[src/rtl/mmio_disp_pkg.sv]
package mmio_disp_pkg;
    // Fixed area granularity in address bits (256-byte areas).
    localparam int AREA_SHIFT_DEF = 8;
    // Page size in address bits (4 KB page).
    localparam int PAGE_BITS_DEF  = 12;

    typedef enum logic [1:0] {
        SZ_BYTE = 2'd0,
        SZ_HALF = 2'd1,
        SZ_WORD = 2'd2
    } acc_size_e;
endpackage

[src/rtl/mmio_area_map.sv]
module mmio_area_map #(
    parameter int PAGE_BITS = mmio_disp_pkg::PAGE_BITS_DEF,
    parameter int AREA_BITS = mmio_disp_pkg::AREA_SHIFT_DEF,
    parameter int TGT_W     = 4,
    localparam int NUM_AREAS  = 1 << (PAGE_BITS - AREA_BITS),
    localparam int IDX_W      = PAGE_BITS - AREA_BITS,
    localparam int PAGE_SIZE  = 1 << PAGE_BITS
) (
    input  logic                             clk,
    input  logic                             rst_n,
    input  logic                             cfg_valid_i,
    input  logic [PAGE_BITS-1:0]             cfg_off_i,
    input  logic [PAGE_BITS:0]               cfg_len_i,
    input  logic [TGT_W-1:0]                 cfg_tgt_i,
    output logic                             cfg_err_o,
    output logic [NUM_AREAS-1:0][TGT_W-1:0]  map_o
);
    localparam logic [TGT_W-1:0] FREE_CODE = {1'b1, {(TGT_W-1){1'b0}}};

    typedef struct packed {
        logic [NUM_AREAS-1:0][TGT_W-1:0] map;
        logic                            err;
    } map_state_t;

    map_state_t s_d, s_q;

    logic [PAGE_BITS+1:0] end_excl;
    logic [PAGE_BITS+1:0] end_incl;
    logic                 too_long;
    logic                 len_zero;
    logic [IDX_W-1:0]     first_idx;
    logic [IDX_W-1:0]     last_idx;

    always_comb begin
        end_excl  = {2'b00, cfg_off_i} + {1'b0, cfg_len_i};
        end_incl  = end_excl - 1'b1;
        too_long  = end_excl > (PAGE_BITS+2)'(PAGE_SIZE);
        len_zero  = (cfg_len_i == '0);
        first_idx = IDX_W'(cfg_off_i >> AREA_BITS);
        last_idx  = IDX_W'(end_incl >> AREA_BITS);

        s_d     = s_q;
        s_d.err = 1'b0;
        if (cfg_valid_i) begin
            if (too_long) begin
                s_d.err = 1'b1;
            end else if (!len_zero) begin
                for (int a = 0; a < NUM_AREAS; a++) begin
                    if (IDX_W'(a) >= first_idx && IDX_W'(a) <= last_idx) begin
                        s_d.map[a] = cfg_tgt_i;
                    end
                end
            end
        end
    end

    always_ff @(posedge clk or negedge rst_n) begin
        if (!rst_n) begin
            for (int a = 0; a < NUM_AREAS; a++) begin
                s_q.map[a] <= FREE_CODE;
            end
            s_q.err <= 1'b0;
        end else begin
            s_q <= s_d;
        end
    end

    assign cfg_err_o = s_q.err;
    assign map_o     = s_q.map;

    // an over-long range raises the error flag and leaves the table alone
    a_r4_refused_flags: assert property (@(posedge clk) disable iff (!rst_n)
        (cfg_valid_i && (({2'b00, cfg_off_i} + {1'b0, cfg_len_i}) > (PAGE_BITS+2)'(PAGE_SIZE)))
        |=> (cfg_err_o && $stable(map_o)));

    // the error flag only follows a request
    a_r5_err_needs_request: assert property (@(posedge clk) disable iff (!rst_n)
        cfg_err_o |-> $past(cfg_valid_i));

    // a zero-length range is a no-op
    a_r9_zero_len_noop: assert property (@(posedge clk) disable iff (!rst_n)
        (cfg_valid_i && cfg_len_i == '0) |=> ($stable(map_o) && !cfg_err_o));
endmodule

[src/rtl/mmio_route.sv]
module mmio_route #(
    parameter int              ADDR_W    = 32,
    parameter int              DATA_W    = 32,
    parameter logic [ADDR_W-1:0] PAGE_BASE = 32'h4000_0000,
    parameter int              PAGE_BITS = mmio_disp_pkg::PAGE_BITS_DEF,
    parameter int              AREA_BITS = mmio_disp_pkg::AREA_SHIFT_DEF,
    parameter int              NUM_TGT   = 8,
    localparam int NUM_AREAS = 1 << (PAGE_BITS - AREA_BITS),
    localparam int IDX_W     = PAGE_BITS - AREA_BITS,
    localparam int TID_W     = $clog2(NUM_TGT),
    localparam int TGT_W     = TID_W + 1
) (
    input  logic                            clk,
    input  logic                            rst_n,
    input  logic [NUM_AREAS-1:0][TGT_W-1:0] map_i,
    input  logic                            up_valid_i,
    input  logic                            up_write_i,
    input  logic [ADDR_W-1:0]               up_addr_i,
    input  logic [1:0]                      up_size_i,
    input  logic [DATA_W-1:0]               up_wdata_i,
    output logic                            up_ready_o,
    output logic [DATA_W-1:0]               up_rdata_o,
    output logic [NUM_TGT-1:0]              dn_valid_o,
    output logic                            dn_write_o,
    output logic [ADDR_W-1:0]               dn_offset_o,
    output logic [1:0]                      dn_size_o,
    output logic [DATA_W-1:0]               dn_wdata_o,
    input  logic [NUM_TGT-1:0]              dn_ready_i,
    input  logic [NUM_TGT*DATA_W-1:0]       dn_rdata_i
);
    logic [ADDR_W-1:0] rel;
    logic [IDX_W-1:0]  area;
    logic [TGT_W-1:0]  owner;
    logic              is_free;
    logic [TID_W-1:0]  tid;

    always_comb begin
        rel     = up_addr_i - PAGE_BASE;
        area    = IDX_W'(rel >> AREA_BITS);
        owner   = map_i[area];
        is_free = owner[TGT_W-1];
        tid     = owner[TID_W-1:0];
    end

    for (genvar t = 0; t < NUM_TGT; t++) begin : g_port
        assign dn_valid_o[t] = up_valid_i && !is_free && (tid == TID_W'(t));
    end

    always_comb begin
        dn_write_o  = up_write_i;
        dn_offset_o = rel;
        dn_size_o   = up_size_i;
        dn_wdata_o  = up_wdata_i;
        if (is_free) begin
            up_ready_o = 1'b1;
            up_rdata_o = '0;
        end else begin
            up_ready_o = dn_ready_i[tid];
            up_rdata_o = up_valid_i ? dn_rdata_i[tid*DATA_W +: DATA_W] : '0;
        end
    end

    // never more than one port requested
    a_r7_single_port: assert property (@(posedge clk) disable iff (!rst_n)
        $onehot0(dn_valid_o));

    // completion follows the selected port's ready
    a_r7_ready_follows: assert property (@(posedge clk) disable iff (!rst_n)
        (|dn_valid_o) |-> (up_ready_o == |(dn_valid_o & dn_ready_i)));

    // unassigned area completes at once with zero and no downstream request
    a_r6_free_area: assert property (@(posedge clk) disable iff (!rst_n)
        (up_valid_i && map_i[area][TGT_W-1])
        |-> (up_ready_o && dn_valid_o == '0 && up_rdata_o == '0));
endmodule

[src/rtl/mmio_subpage_dispatch.sv]
module mmio_subpage_dispatch #(
    parameter int                ADDR_W    = 32,
    parameter int                DATA_W    = 32,
    parameter logic [ADDR_W-1:0] PAGE_BASE = 32'h4000_0000,
    parameter int                PAGE_BITS = mmio_disp_pkg::PAGE_BITS_DEF,
    parameter int                AREA_BITS = mmio_disp_pkg::AREA_SHIFT_DEF,
    parameter int                NUM_TGT   = 8,
    localparam int NUM_AREAS = 1 << (PAGE_BITS - AREA_BITS),
    localparam int TGT_W     = $clog2(NUM_TGT) + 1
) (
    input  logic                      clk,
    input  logic                      rst_n,
    input  logic                      cfg_valid,
    input  logic [PAGE_BITS-1:0]      cfg_off,
    input  logic [PAGE_BITS:0]        cfg_len,
    input  logic [TGT_W-1:0]          cfg_tgt,
    output logic                      cfg_err,
    input  logic                      up_valid,
    input  logic                      up_write,
    input  logic [ADDR_W-1:0]         up_addr,
    input  logic [1:0]                up_size,
    input  logic [DATA_W-1:0]         up_wdata,
    output logic                      up_ready,
    output logic [DATA_W-1:0]         up_rdata,
    output logic [NUM_TGT-1:0]        dn_valid,
    output logic                      dn_write,
    output logic [ADDR_W-1:0]         dn_offset,
    output logic [1:0]                dn_size,
    output logic [DATA_W-1:0]         dn_wdata,
    input  logic [NUM_TGT-1:0]        dn_ready,
    input  logic [NUM_TGT*DATA_W-1:0] dn_rdata
);
    logic [NUM_AREAS-1:0][TGT_W-1:0] owner_map;

    mmio_area_map #(
        .PAGE_BITS (PAGE_BITS),
        .AREA_BITS (AREA_BITS),
        .TGT_W     (TGT_W)
    ) i_map (
        .clk         (clk),
        .rst_n       (rst_n),
        .cfg_valid_i (cfg_valid),
        .cfg_off_i   (cfg_off),
        .cfg_len_i   (cfg_len),
        .cfg_tgt_i   (cfg_tgt),
        .cfg_err_o   (cfg_err),
        .map_o       (owner_map)
    );

    mmio_route #(
        .ADDR_W    (ADDR_W),
        .DATA_W    (DATA_W),
        .PAGE_BASE (PAGE_BASE),
        .PAGE_BITS (PAGE_BITS),
        .AREA_BITS (AREA_BITS),
        .NUM_TGT   (NUM_TGT)
    ) i_route (
        .clk         (clk),
        .rst_n       (rst_n),
        .map_i       (owner_map),
        .up_valid_i  (up_valid),
        .up_write_i  (up_write),
        .up_addr_i   (up_addr),
        .up_size_i   (up_size),
        .up_wdata_i  (up_wdata),
        .up_ready_o  (up_ready),
        .up_rdata_o  (up_rdata),
        .dn_valid_o  (dn_valid),
        .dn_write_o  (dn_write),
        .dn_offset_o (dn_offset),
        .dn_size_o   (dn_size),
        .dn_wdata_o  (dn_wdata),
        .dn_ready_i  (dn_ready),
        .dn_rdata_i  (dn_rdata)
    );
endmodule

[config.mk]
export PLATFORM = sky130hd
export DESIGN_NAME = mmio_subpage_dispatch
export DESIGN_NICKNAME = d
export VERILOG_FILES = /design/src/rtl/mmio_disp_pkg.sv /design/src/rtl/mmio_area_map.sv /design/src/rtl/mmio_route.sv /design/src/rtl/mmio_subpage_dispatch.sv
export SDC_FILE = /design/constraint.sdc
export NUM_CORES = 1
export LEC_CHECK = 0
export BUFFER_PORTS_ARGS = -buffer_cell sky130_fd_sc_hd__buf_2
export CELL_PAD_IN_SITES_DETAIL_PLACEMENT = 0
export CELL_PAD_IN_SITES_GLOBAL_PLACEMENT = 1
export CORE_AREA = 3 3 182 184
export DETAILED_ROUTE_END_ITERATION = 7
export DIE_AREA = 0 0 185 187
export HOLD_SLACK_MARGIN = 0.1
export PLACE_DENSITY_LB_ADDON = 0.1
export SYNTH_ARGS = -nofsm -noshare
export SYNTH_HDL_FRONTEND = slang
export SYNTH_HIERARCHICAL = 1
export SYNTH_SLANG_ARGS = --single-unit
[constraint.sdc]
create_clock -name clk -period 4.6 [get_ports clk]
set_clock_uncertainty 0.2 [all_clocks]
set_input_delay 0.46 -clock clk [delete_from_list [all_inputs] [get_ports clk]]
set_output_delay 0.46 -clock clk [all_outputs]
set_load 0.01 [all_outputs]
# Word level (Yosys, flattened, before mapping)
# Cells that the tools add are included.
# W data, S select, Z words.
[totals]
inputBits = 364
rom_bits = 0
n_memories = 0
latch_bits = 0
elab_cells = 118
ram_bits = 0
register_bits = 65
[classes]
magnitude_cmp = 35
n_addsub = 3
bitwise = 2
n_div = 0
reduce_logical = 44
shifts = 1
n_mux = 9
eq_ne = 7
multipliers = 0
[op_table]
columns = ["cell", "count"]
rows = [
  ["$shiftx A256 B9 Y32", 1],
  ["$mux W32", 2],
  ["$reduce_and A4 Y1", 16],
  ["$ge A4 B4 Y1 const A", 8],
  ["$le A4 B4 Y1 const A", 8],
  ["$sub A32 B31 Y32 const B", 1],
  ["$logic_and A1 B1 Y1", 25],
  ["$bmux W4 S4", 1],
  ["$ge A3 B4 Y1 const A", 4],
  ["$le A3 B4 Y1 const A", 4],
  ["$add A12 B13 Y14", 1],
  ["$gt A14 B13 Y1 const B", 1],
  ["$logic_not A13 Y1", 1],
  ["$eq A3 B3 Y1 const B", 4],
  ["$sub A12 B1 Y12 const B", 1],
  ["$ge A1 B4 Y1 const A", 2],
  ["$ge A2 B4 Y1 const A", 2],
  ["$le A1 B4 Y1 const A", 2],
  ["$le A2 B4 Y1 const A", 2],
  ["$eq A3 B2 Y1 const B", 2],
  ["$lt A4 B5 Y1 const B", 1],
  ["$lt A3 B4 Y1 const B", 1],
  ["$mux W1", 4],
  ["$mux W4", 1],
  ["5 further kinds", 6],
]

# Longest topological paths before layout
[logic_depth]
word_depth = 6
depth_mapped = 11
mapped_depth_nobuf = 10

# Hierarchy
# The synthesis kept the hierarchy.
[modules_own_cells]
columns = ["mod", "area_each_um2", "cells_per_inst", "instances", "seq_area_each_um2"]
rows = [
  ["mmio_route", 5977.0, 918, 1, 0.0],
  ["mmio_area_map", 3485.8, 297, 1, 1646.6],
]

# Worst setup path before layout
# Ideal clock, no wire load.
[synth_timing]
path_kind = "in2reg"
start = "in cfg_off[4]"
end = "reg i_map.s_q, in the netlist i_map/map_o[32]"
n_path_buf = 0
t_arrival_ns = 3.144
path_slack_ns = 1.128
t_required_ns = 4.272
path_stages = 9
cell_sequence = "ha_1 -> a21oi_1 -> o21ai_1 -> or3_1 -> a211o_1 -> nor4_4 -> mux2i_1 -> o211a_2 -> mux2_1"
[synth_between]
elab_chain_len = 5
[synth_rtl]
columns = ["item", "line", "text"]
rows = [
  ["start: declaration", "mmio_subpage_dispatch.sv:14", "input logic [PAGE_BITS-1:0] cfg_off,"],
  ["$add A12 B13 Y14 (*)", "mmio_area_map.sv:35", "end_excl = {2'b00, cfg_off_i} + {1'b0, cfg_len_i};"],
  ["$sub A12 B1 Y12", "mmio_area_map.sv:36", "end_incl = end_excl - 1'b1;"],
  ["$le A4 B4 Y1", "mmio_area_map.sv:49", "if (IDX_W'(a) >= first_idx && IDX_W'(a) <= last_idx) begin"],
  ["$logic_and A1 B1 Y1", "mmio_area_map.sv:49", ""],
  ["$reduce_and A4 Y1 (no line) (*)", "n/a", ""],
  ["end: declaration", "mmio_area_map.sv:25", "map_state_t s_d, s_q;"],
]
# Every way passes the cells marked *; elsewhere a longest branch is shown, timed or not.
# A chain may end at the register's enable or synchronous reset.

# Worst setup path after layout
[layout_timing]
start = "in up_addr[9]"
end = "out up_rdata[2]"
[layout_between]
elab_chain_len = 6
[layout_rtl]
columns = ["item", "line", "text"]
rows = [
  ["start: declaration", "mmio_subpage_dispatch.sv:20", "input logic [ADDR_W-1:0] up_addr,"],
  ["$sub A32 B31 Y32 (*)", "mmio_route.sv:38", "rel = up_addr_i - PAGE_BASE;"],
  ["$bmux W4 S4 (*)", "mmio_route.sv:40", "owner = map_i[area];"],
  ["$mux W4 (implied by the code) (*)", "mmio_route.sv:40", ""],
  ["$shiftx A256 B9 Y32", "mmio_route.sv:59", "up_rdata_o = up_valid_i ? dn_rdata_i[tid*DATA_W +: DATA_W] : '0;"],
  ["$mux W32", "mmio_route.sv:59", ""],
  ["$mux W32 (*)", "mmio_route.sv:54", "if (is_free) begin"],
  ["end: declaration", "mmio_subpage_dispatch.sv:24", "output logic [DATA_W-1:0] up_rdata,"],
]
# Every way passes the cells marked *; elsewhere a longest branch is shown, timed or not. The select of a mux whose other input is x is not followed.

==> key figures <==
Worst setup path
  – Cell family with most CP delay: multiplexers
  – Crit-path max cell delay: 0.74 ns
  – CP Launch Type: input pin
  – CP Buf/Inv Count: 3
  – Worst r2r src: i_map/map_o[36]
  – Cells along the critical path: buf_2 > mux4_2 > mux4_2 > buf_4 > o311ai_0 > o22ai_1 > buf_2
  – CP max-delay cell: mux4_2
  – Critical path fanouts, max: 22
  – Kind of critical path: in -> out
  – Worst path arrival time: 3.56 ns
  – CP Launch Point: up_addr[9]
  – Worst Setup End Kind: primary output
  – Required time of the worst setup path: 3.94 ns

Detailed routing
  – Via count: 10300
  – Via-to-Cell Ratio: 5.64
  – DR iter-0 viols: 704
  – Pre-Repair DR Iteration Count: 4
  – Remaining antenna violation count: 0
  – Final WL: 42.5 mm
  – Wire length per cell: 23.2 um
  – DRC Markers: 0

Layout
  – Share of cells above drive strength 1: 37.5%
  – Final core occ: 35.9%
  – Most frequent cells in the layout: buf_2 (350), inv_1 (266), a211oi_1 (244)
  – Nets: 1796
  – Commonest non-fill, non-tap cell in the layout: buf_2
  – Non-filler cells, final: 1829
  – Layout fillers: 3510
  – Area of the multi-input gates: 5730 um2
  – FF+latch area: 1650 um2
  – Layout area overhead: 19.6%

Clock tree
  – Hold_buf cts: 0
  – Clock Tree Root: clkbuf_16
  – # clock sinks: 65
  – Number of buffers created by CTS: 9
  – CTS-repair resized insts: 0
  – Clk Latency, worst-skew pair: 0.33 ns
  – H-Tree Level Count: 3
  – Clock transition at path regs: 0.05 ns
  – CTS tree: yes
  – Setup Buffers After CTS: 0
  – Clock tree buffer depth: 2

Global route
  – Largest net degree at the start of global routing: 120
  – GRT Residual Overflow: 0
  – Vias in the first global route: 10300
  – Initial antenna violation count: 6
  – Gr usage total: 22.8%
  – First-pass GRT wire length: 63.1 mm

Yosys
  – Post-synthesis sequential area ratio: 17.4%
  – Main synth FF type: dfrtp_1
  – Number of flops mapped to enable cells by yosys: 0
  – Synthesized cell area: 9460 um2
  – Syn avg cell area: 7.79 um2
  – Syn nets: 1592
  – Ys async rst share: 100%
  – Post-synthesis register bit count: 65
  – Synth cell types: 68
  – Post-Synthesis Cells: 1215
  – Ys Warns: 6

Timing
  – Final setup TNS: 0 ns
  – Post-layout minimum cycle time: 4.22 ns
  – Finish-stage setup viols: 0
  – Hold Slack: 0.118 ns
  – RSZ-0062 raised after global routing: no
  – Highest attainable clock frequency: 237 MHz
  – Worst-Margin Slew: 1.24 ns
  – Final hold vios: 0
  – Post-route clock period utilization: 91.7%
  – Slew headroom: 17.2%
  – Final-report max-slew violation count: 0

Floorplan
  – Ports: 473
  – Die Y: 187 um
  – Starting density of the core: 30.0%
  – Core Region: 31600 um2
  – Row Count: 65
  – Die area: 34600 um2
  – Die span in x: 185 um

Place
  – DP Cell Count: 1810
  – GPL Wtd Cong: 0.856
  – HPWL after DPL: 31.6 mm
  – Port bufs: 350

Hold path
  – Worst min-delay path class: in -> async

Pwr
  – Peak VDD IR: 258 uV
  – Leakage: 5.45 nW
  – Pwr dens: 446 nW/um2

Run status
  – Status: finished, final reports clean

Job
  – MaxCap Viol Count: 0
[Yosys cell counts, drive strengths merged, types with 7 or more instances]
cell | instances | area [um2]
dfrtp | 49 | 1230
mux2i | 7 | 70.1
o21ai | 7 | 35.0
mux4 | 17 | 383
clkbuf | 76 | 285
o311ai | 64 | 561
inv | 267 | 1000
mux2 | 67 | 758
o22ai | 35 | 219
buf | 125 | 851
dfstp | 16 | 420
ha | 12 | 150
a211oi | 261 | 2040
nand3 | 10 | 50.1
nor3 | 14 | 70.1
a21oi | 19 | 98.9
nor2 | 16 | 60.1
o31ai | 65 | 488
nand2 | 16 | 60.1
[power breakdown]
part           switching, W  internal (W)  total, W
Combinational       0.00211       0.00133   0.00344
Clock              0.000245      0.000360  0.000605
Sequential         0.000128      0.000872   0.00100
Total               0.00248       0.00256   0.00504
[final cells by class]
class | count | share of cell area (%)
clock inverters | 6 | 0.310
clock buffers | 10 | 2.02
flip-flops and latches | 65 | 14.6
repair buffers | 394 | 19.1
diodes | 3 | 0.0664
multi-input cells | 682 | 50.6
inverters | 267 | 8.92
well taps | 402 | 4.45
[path summary, 6_finish.rpt]
check / endpoint / slack [ns] / cells past startpoint
min in group clk: i_map/cfg_err_o / 0.20 / 3
worst max-delay path: up_rdata[2] / 0.38 / 7
worst min-delay path: i_map/map_o[28] / 0.12 / 2
max in group asynchronous: i_map/map_o[34] / 3.53 / 2
worst max register to register: i_map/map_o[36] / 3.60 / 1
worst min register to register: i_map/map_o[33] / 0.29 / 1
[cells by family (layout without fill, tap and decap cells)]
family | after synthesis | count (layout) | share of synthesized area, %
AO/OA/AOI/OAI | 492 | 492 | 40.4
buffers and inverters | 468 | 677 | 22.6
multiplexers | 91 | 91 | 12.8
AND/OR/NAND/NOR | 79 | 79 | 4.32
flip-flops | 65 | 65 | 17.4
adder cells (fa/ha/maj) | 13 | 13 | 1.80
XOR/XNOR | 7 | 7 | 0.648
other | 0 | 3 | 0
[per-layer routing]
metal,vias up,GRT usage [%],part of all wire [%]
met4,4,4.30,1.8
li1,4879,-,-
met2,383,39.3,49
met1,4998,30.7,44
met3,53,3.03,5.2
met5,-,0,0.073
[sequential cells by signal, summed over array words and instances (netlist names)]
name and count:
i_map/map_o 64, i_map/cfg_err_o 1
[stage by stage]
stage	cell area, um2	power, W	setup WS, ns
floorplan	9460	0.00329	1.13
global placement	11000	0.00446	0.398
detailed placement	11000	0.00445	0.376
CTS	11300	0.00507	0.343
global route	11300	0.00539	0.316
finish	11300	0.00504	0.381
(Power assumes the default switching activity.)
